## config.mk

```make
export PLATFORM = sky130hd
export DESIGN_NAME = serial_rx_fifo
export DESIGN_NICKNAME = d
export VERILOG_FILES = /design/src/rtl/srx_pkg.sv /design/src/rtl/srx_sync.sv /design/src/rtl/srx_frame.sv /design/src/rtl/srx_fifo.sv /design/src/rtl/serial_rx_fifo.sv
export SDC_FILE = /design/constraint.sdc
export NUM_CORES = 1
export LEC_CHECK = 0
export ABC_CLOCK_PERIOD_IN_PS = 2800
export CAP_MARGIN = 20
export CORE_UTILIZATION = 40
export DETAILED_ROUTE_END_ITERATION = 7
export PLACE_DENSITY_LB_ADDON = 0.25
export SYNTH_ARGS = -nofsm -noshare
export SYNTH_HDL_FRONTEND = slang
export SYNTH_SLANG_ARGS = --single-unit
```

## constraint.sdc

```tcl
create_clock -name clk -period 2.8 [get_ports clk]
set_clock_uncertainty 0.2 [all_clocks]
set_input_delay 0.56 -clock clk [delete_from_list [all_inputs] [get_ports clk]]
set_output_delay 0.56 -clock clk [all_outputs]
set_load 0.005 [all_outputs]
```

## src/rtl/srx_pkg.sv

```systemverilog
package srx_pkg;

  // Receive engine phases.
  typedef enum logic [1:0] {
    RX_IDLE  = 2'd0,
    RX_START = 2'd1,
    RX_DATA  = 2'd2,
    RX_STOP  = 2'd3
  } rx_state_e;

  // Half-full threshold test: occupancy at least half of the depth.
  function automatic logic at_half(input int unsigned occ, input int unsigned depth);
    return occ >= (depth / 2);
  endfunction

  // Full test.
  function automatic logic at_full(input int unsigned occ, input int unsigned depth);
    return occ == depth;
  endfunction

endpackage

```

## src/rtl/srx_sync.sv

```systemverilog
module srx_sync #(
  parameter int    STAGES    = 2,
  parameter logic  RESET_VAL = 1'b1
) (
  input  logic clk,
  input  logic rst_n,
  input  logic din,
  output logic dout
);

  logic [STAGES-1:0] chain;

  generate
    for (genvar g = 0; g < STAGES; g++) begin : g_stage
      if (g == 0) begin : g_first
        always_ff @(posedge clk or negedge rst_n) begin
          if (!rst_n) chain[0] <= RESET_VAL;
          else        chain[0] <= din;
        end
      end else begin : g_next
        always_ff @(posedge clk or negedge rst_n) begin
          if (!rst_n) chain[g] <= RESET_VAL;
          else        chain[g] <= chain[g-1];
        end
      end
    end
  endgenerate

  assign dout = chain[STAGES-1];

endmodule

```

## src/rtl/srx_frame.sv

```systemverilog
module srx_frame
  import srx_pkg::*;
#(
  parameter int DW  = 8,
  parameter int OSR = 16
) (
  input  logic          clk,
  input  logic          rst_n,
  input  logic          tick,
  input  logic          line_s,
  output logic [DW-1:0] byte_out,
  output logic          byte_done,
  output logic          frame_bad
);

  localparam int CW = $clog2(OSR);
  localparam int BW = (DW > 1) ? $clog2(DW) : 1;
  localparam logic [CW-1:0] MID_T  = CW'(OSR / 2 - 1);
  localparam logic [CW-1:0] FULL_T = CW'(OSR - 1);
  localparam logic [BW-1:0] LAST_B = BW'(DW - 1);

  rx_state_e     st;
  logic [CW-1:0] tcnt;
  logic [BW-1:0] bidx;
  logic [DW-1:0] shreg;
  logic          line_d;

  logic fall_edge;
  logic mid_hit;
  logic bit_hit;

  assign fall_edge = line_d && !line_s;
  assign mid_hit   = tick && (tcnt == MID_T);
  assign bit_hit   = tick && (tcnt == FULL_T);

  always_ff @(posedge clk or negedge rst_n) begin
    if (!rst_n) begin
      st        <= RX_IDLE;
      tcnt      <= '0;
      bidx      <= '0;
      shreg     <= '0;
      line_d    <= 1'b1;
      byte_done <= 1'b0;
      frame_bad <= 1'b0;
    end else begin
      byte_done <= 1'b0;
      frame_bad <= 1'b0;
      line_d    <= line_s;
      case (st)
        RX_IDLE: begin
          if (fall_edge) begin
            st   <= RX_START;
            tcnt <= '0;
          end
        end
        RX_START: begin
          if (mid_hit) begin
            tcnt <= '0;
            bidx <= '0;
            st   <= line_s ? RX_IDLE : RX_DATA;
          end else if (tick) begin
            tcnt <= tcnt + 1'b1;
          end
        end
        RX_DATA: begin
          if (bit_hit) begin
            shreg <= {line_s, shreg[DW-1:1]};
            tcnt  <= '0;
            if (bidx == LAST_B) st <= RX_STOP;
            else                bidx <= bidx + 1'b1;
          end else if (tick) begin
            tcnt <= tcnt + 1'b1;
          end
        end
        RX_STOP: begin
          if (bit_hit) begin
            st        <= RX_IDLE;
            tcnt      <= '0;
            byte_done <= line_s;
            frame_bad <= !line_s;
          end else if (tick) begin
            tcnt <= tcnt + 1'b1;
          end
        end
        default: st <= RX_IDLE;
      endcase
    end
  end

  assign byte_out = shreg;

endmodule

```

## src/rtl/srx_fifo.sv

```systemverilog
module srx_fifo
  import srx_pkg::*;
#(
  parameter int DW    = 8,
  parameter int DEPTH = 16
) (
  input  logic                     clk,
  input  logic                     rst_n,
  input  logic                     flush,
  input  logic                     push,
  input  logic [DW-1:0]            wdata,
  input  logic                     pop,
  output logic [DW-1:0]            head,
  output logic [$clog2(DEPTH):0]   occ,
  output logic                     not_empty,
  output logic                     half,
  output logic                     full,
  output logic                     dropped
);

  localparam int AW = $clog2(DEPTH);

  logic [DW-1:0] mem [DEPTH];
  logic [AW-1:0] wptr;
  logic [AW-1:0] rptr;
  logic [AW:0]   count;

  logic wr_en;
  logic rd_en;

  assign full      = at_full(int'(count), DEPTH);
  assign half      = at_half(int'(count), DEPTH);
  assign not_empty = (count != '0);
  assign wr_en     = push && !full && !flush;
  assign rd_en     = pop && not_empty && !flush;
  assign dropped   = push && full && !flush;

  always_ff @(posedge clk) begin
    if (wr_en) mem[wptr] <= wdata;
  end

  always_ff @(posedge clk or negedge rst_n) begin
    if (!rst_n) begin
      wptr  <= '0;
      rptr  <= '0;
      count <= '0;
    end else if (flush) begin
      wptr  <= '0;
      rptr  <= '0;
      count <= '0;
    end else begin
      if (wr_en) wptr <= wptr + 1'b1;
      if (rd_en) rptr <= rptr + 1'b1;
      case ({wr_en, rd_en})
        2'b10:   count <= count + 1'b1;
        2'b01:   count <= count - 1'b1;
        default: count <= count;
      endcase
    end
  end

  assign head = mem[rptr];
  assign occ  = count;

endmodule

```

## src/rtl/serial_rx_fifo.sv

```systemverilog
module serial_rx_fifo #(
  parameter int DW       = 8,
  parameter int OSR      = 16,
  parameter int DEPTH    = 16,
  parameter int SYNC_STG = 2
) (
  input  logic          clk,
  input  logic          rst_n,
  input  logic          tick16,
  input  logic          rx_serial,
  input  logic          rd_ack,
  input  logic          flush,
  output logic [DW-1:0] rx_byte,
  output logic          has_data,
  output logic          fifo_full,
  output logic          fifo_half
);

  localparam int AW = $clog2(DEPTH);

  // Internal events, named for the checker.
  logic          line_s;
  logic [DW-1:0] asm_byte;
  logic          byte_done;
  logic          frame_bad;
  logic          byte_dropped;
  logic [AW:0]   occ;

  srx_sync #(.STAGES(SYNC_STG), .RESET_VAL(1'b1)) u_sync (
    .clk  (clk),
    .rst_n(rst_n),
    .din  (rx_serial),
    .dout (line_s)
  );

  srx_frame #(.DW(DW), .OSR(OSR)) u_frame (
    .clk      (clk),
    .rst_n    (rst_n),
    .tick     (tick16),
    .line_s   (line_s),
    .byte_out (asm_byte),
    .byte_done(byte_done),
    .frame_bad(frame_bad)
  );

  srx_fifo #(.DW(DW), .DEPTH(DEPTH)) u_fifo (
    .clk      (clk),
    .rst_n    (rst_n),
    .flush    (flush),
    .push     (byte_done),
    .wdata    (asm_byte),
    .pop      (rd_ack),
    .head     (rx_byte),
    .occ      (occ),
    .not_empty(has_data),
    .half     (fifo_half),
    .full     (fifo_full),
    .dropped  (byte_dropped)
  );

endmodule

```

==> flow_summary.ini <==
[timing]
tightest_slew_ns = 0.954
whs_ns = 0.156
finalSetupViolCount = 8
slew_headroom_pct = 36.1
rsz0062_at_grt = true
fmax_mhz = 336
finalCriticalPeriod_ns = 2.97
fin_setup_tns_ns = -1.09
timing.final.ws_setup_ns = -0.173
slew_viol_final = 0
min_period_over_period_pct = 106
hold_viol_final = 0

[pwr]
p_sw_share_pct = 25.0
seqPwrFrac_pct = 42.1
p_switching_w = 0.00162
p_leak_nw = 2.69
ir_drop_mv = 0.496
p_clk_share_pct = 36.2
power.total_w = 0.00649
power_frac_comb_pct = 21.6
power.density_nw_per_um2 = 770
intPower_w = 0.00486

[floorplanning]
start_util_pct = 40.8
rows = 47
dieArea_sq_um = 17400
coreArea_sq_um = 16500
num_io_pins = 17
chipWidth_um = 132
die_h_um = 132

[setup_path]
r2r-end = u_fifo.occ[4]
critPathLaunch = u_fifo.rptr[0]
path_buf_inv = 4
cp-endpoint = rx_byte[1]
path_depth = 8
worst_r2r_startpoint = u_fifo.occ[0]
cp_max_fo = 6
start_kind = flip-flop
crit_family = buffers and inverters
worstPathRequired_ns = 2.04
path_class = flip-flop to primary output
reg2regPathDepth = 11
cp_slowest_stage_delay_ns = 0.43
endpoint_kind = primary output
critPathArrivalTime_ns = 2.21
slowest_stage = dfrtp_2
cp_cell_sequence = buf_12 > buf_8 > buf_4 > mux4_2 > nor2b_4 > a211oi_2 > a21oi_2 > buf_2
r2r_slack_ns = 0.07

[route]
wl_mm = 13.1
ant_nets = 0
drc = 0
wl_per_cell_um = 18.5
viasPerCell = 5.08
first_pass_iters = 4
vias = 3597
drt_iter0_markers = 270

[clock_network]
cts_buffer_depth = 2
cts_tree = built
cts_max_level = 4
numCtsBuffers = 17
insertion_delay_ns = 0.42
clockRootBuffer = clkbuf_16
clkTransAtPathRegs_ns = 0.07
cts_sinks = 162

[synthesis]
synth_edf_count = 128
syn_inst = 398
synth_cell_type_count = 44
seq_area_frac_synth_pct = 69.8
avgSynthCellArea_sq_um = 16.9
ys_ff_latch = 162
synth_fp_nets = 416
synthArstFlopShare_pct = 21.0
synth-main-ff-cell = edfxtp_1
yosysWarnings = 0
synth_area_sq_um = 6740

[global_route]
grt_pass1_wl_mm = 20.9
grt_pass1_vias = 3784
grt.total_usage_pct = 16.4
grt_max_degree = 35
grt-ovfl-total = 0
antenna_found_initial = 0

[run_status]
status = finished, violations left
violations = negative setup slack

[layout]
layout_commonest_cell = edfxtp_1
regArea_sq_um = 4700
layout_common_cells = 128 x edfxtp_1, 51 x buf_4, 32 x mux4_2
n_antenna_cell = 0
num-nets-final = 493
syn2layout_area_growth_pct = 25.0
multi_input_area_sq_um = 2110
drive_gt1_share_pct = 38.9
n_fill_cell = 1352
fin_util_pct = 51.0

[worst_hold_path]
worstHoldPathType = flip-flop to flip-flop
whs_path_depth = 0

[placed_design]
dp_slack_ns = -0.152
portBuffers = 16
gp_congestion = 0.750
dpl.hpwl_mm = 8.40

[flow_run]
drv_cap = 0
[kinds of logic after synthesis]
family          count (synthesis)  share of synthesized area [%]
simple gates                   87                           6.09
mux                            57                           14.7
fa+ha+maj                      12                           2.34
flops                         162                           69.8
xor+xnor                        7                          0.910
buf+inv                        28                           1.84
compound gates                 45                           4.37
[worst reg2reg max path: stages, from the launching register on]
cell and delay, ns:
dfrtp_1 0.38, or4_4 0.57, o21a_1 0.22, nand2_2 0.12
inv_4 0.07, ha_4 0.16, nor2_2 0.12, a21oi_2 0.07
buf_4 0.14, or3_1 0.32, a21o_1 0.19, a21oi_1 0.11
[final cells by class]
class / instances / area share [%]
Sequential cell: 162 / 55.8
Multi-Input combinational cell: 208 / 25.0
Timing Repair Buffer: 77 / 8.20
Clock buffer: 17 / 5.05
Tap cell: 220 / 3.27
Clock inverter: 15 / 2.18
Inverter: 9 / 0.431
[synthesized netlist by cell type, types with 2 or more instances]
master    count  area (sq um)
a21o_1        2          15.0
nand2_1      19          71.3
nor4_1        2          12.5
nor2_1       31           116
o21a_1        2          15.0
inv_1         9          33.8
dfstp_2       3          78.8
mux4_2       32           721
xnor2_1       2          17.5
buf_1         3          11.3
nor3_1        8          40.0
nand2b_1      5          31.3
or3_1         2          12.5
clkbuf_1      9          33.8
nand4_1       2          12.5
buf_2         3          15.0
xor2_1        5          43.8
dfrtp_1      31           776
a22o_1        2          17.5
nand3_1       3          15.0
mux2i_1      10           100
o21ai_0       3          15.0
ha_1         11           138
nor2b_1      10          62.6
a211oi_1      8          60.1
buf_4         4          30.0
a21oi_1      18          90.1
a31oi_1       2          12.5
edfxtp_1    128          3840
mux2_2       15           169
[power by group through the flow]
stage               logic, W  registers [W]  clock network, W
floorplan           0.000690        0.00274                 0
global placement     0.00108        0.00278                 0
detailed placement   0.00111        0.00278                 0
CTS                  0.00133        0.00273           0.00239
global route         0.00152        0.00275           0.00248
finish               0.00140        0.00273           0.00235
[layer usage]
| metal | vias to the layer above | track usage, % | wire, um |
|---|---|---|---|
| met4 | 0 | 4.84 | 120 |
| met5 | - | 0 | 0 |
| met1 | 1825 | 22.0 | 5920 |
| met2 | 70 | 26.2 | 6490 |
| met3 | 9 | 4.31 | 575 |
| li1 | 1693 | - | - |
[through the flow]
stage                     cell area (sq um)  cells
after floorplan                        6740    398
after global placement                 7500    662
after detailed placement               7500    662
after CTS                              8320    704
after global routing                   8420    708
final                                  8420    708
[repair_timing]
action | CTS | global route
hold buffers | 0 | 0
gates cloned | 1 | 0
setup endpoints to repair | 12 | 12
pin swaps | 10 | 12
resized for setup | 65 | 15
setup buffers | 10 | 4
[registers in the layout (all words and copies together) (netlist names), named ones only]
name	count
u_fifo.occ	5
u_frame.byte_done	1
u_frame.tcnt	4
u_sync.chain	1
u_fifo.wptr	4
u_fifo.rptr	4
u_sync.dout	1
u_frame.bidx	3
u_frame.line_d	1
u_frame.st	1
u_fifo.mem	128
u_frame.byte_out	8
[worst min-delay path by stage]
stage / to / slack (ns) / start
finish: u_sync.dout / 0.16 / u_sync.chain[0]
global placement: u_sync.dout / 0.15 / u_sync.chain[0]
global route: u_sync.dout / 0.16 / u_sync.chain[0]
detailed placement: u_sync.dout / 0.15 / u_sync.chain[0]
CTS: u_sync.dout / 0.16 / u_sync.chain[0]
floorplan: async pin / 0.06 / rst_n
Note: power is estimated with default switching activity, not from simulation.
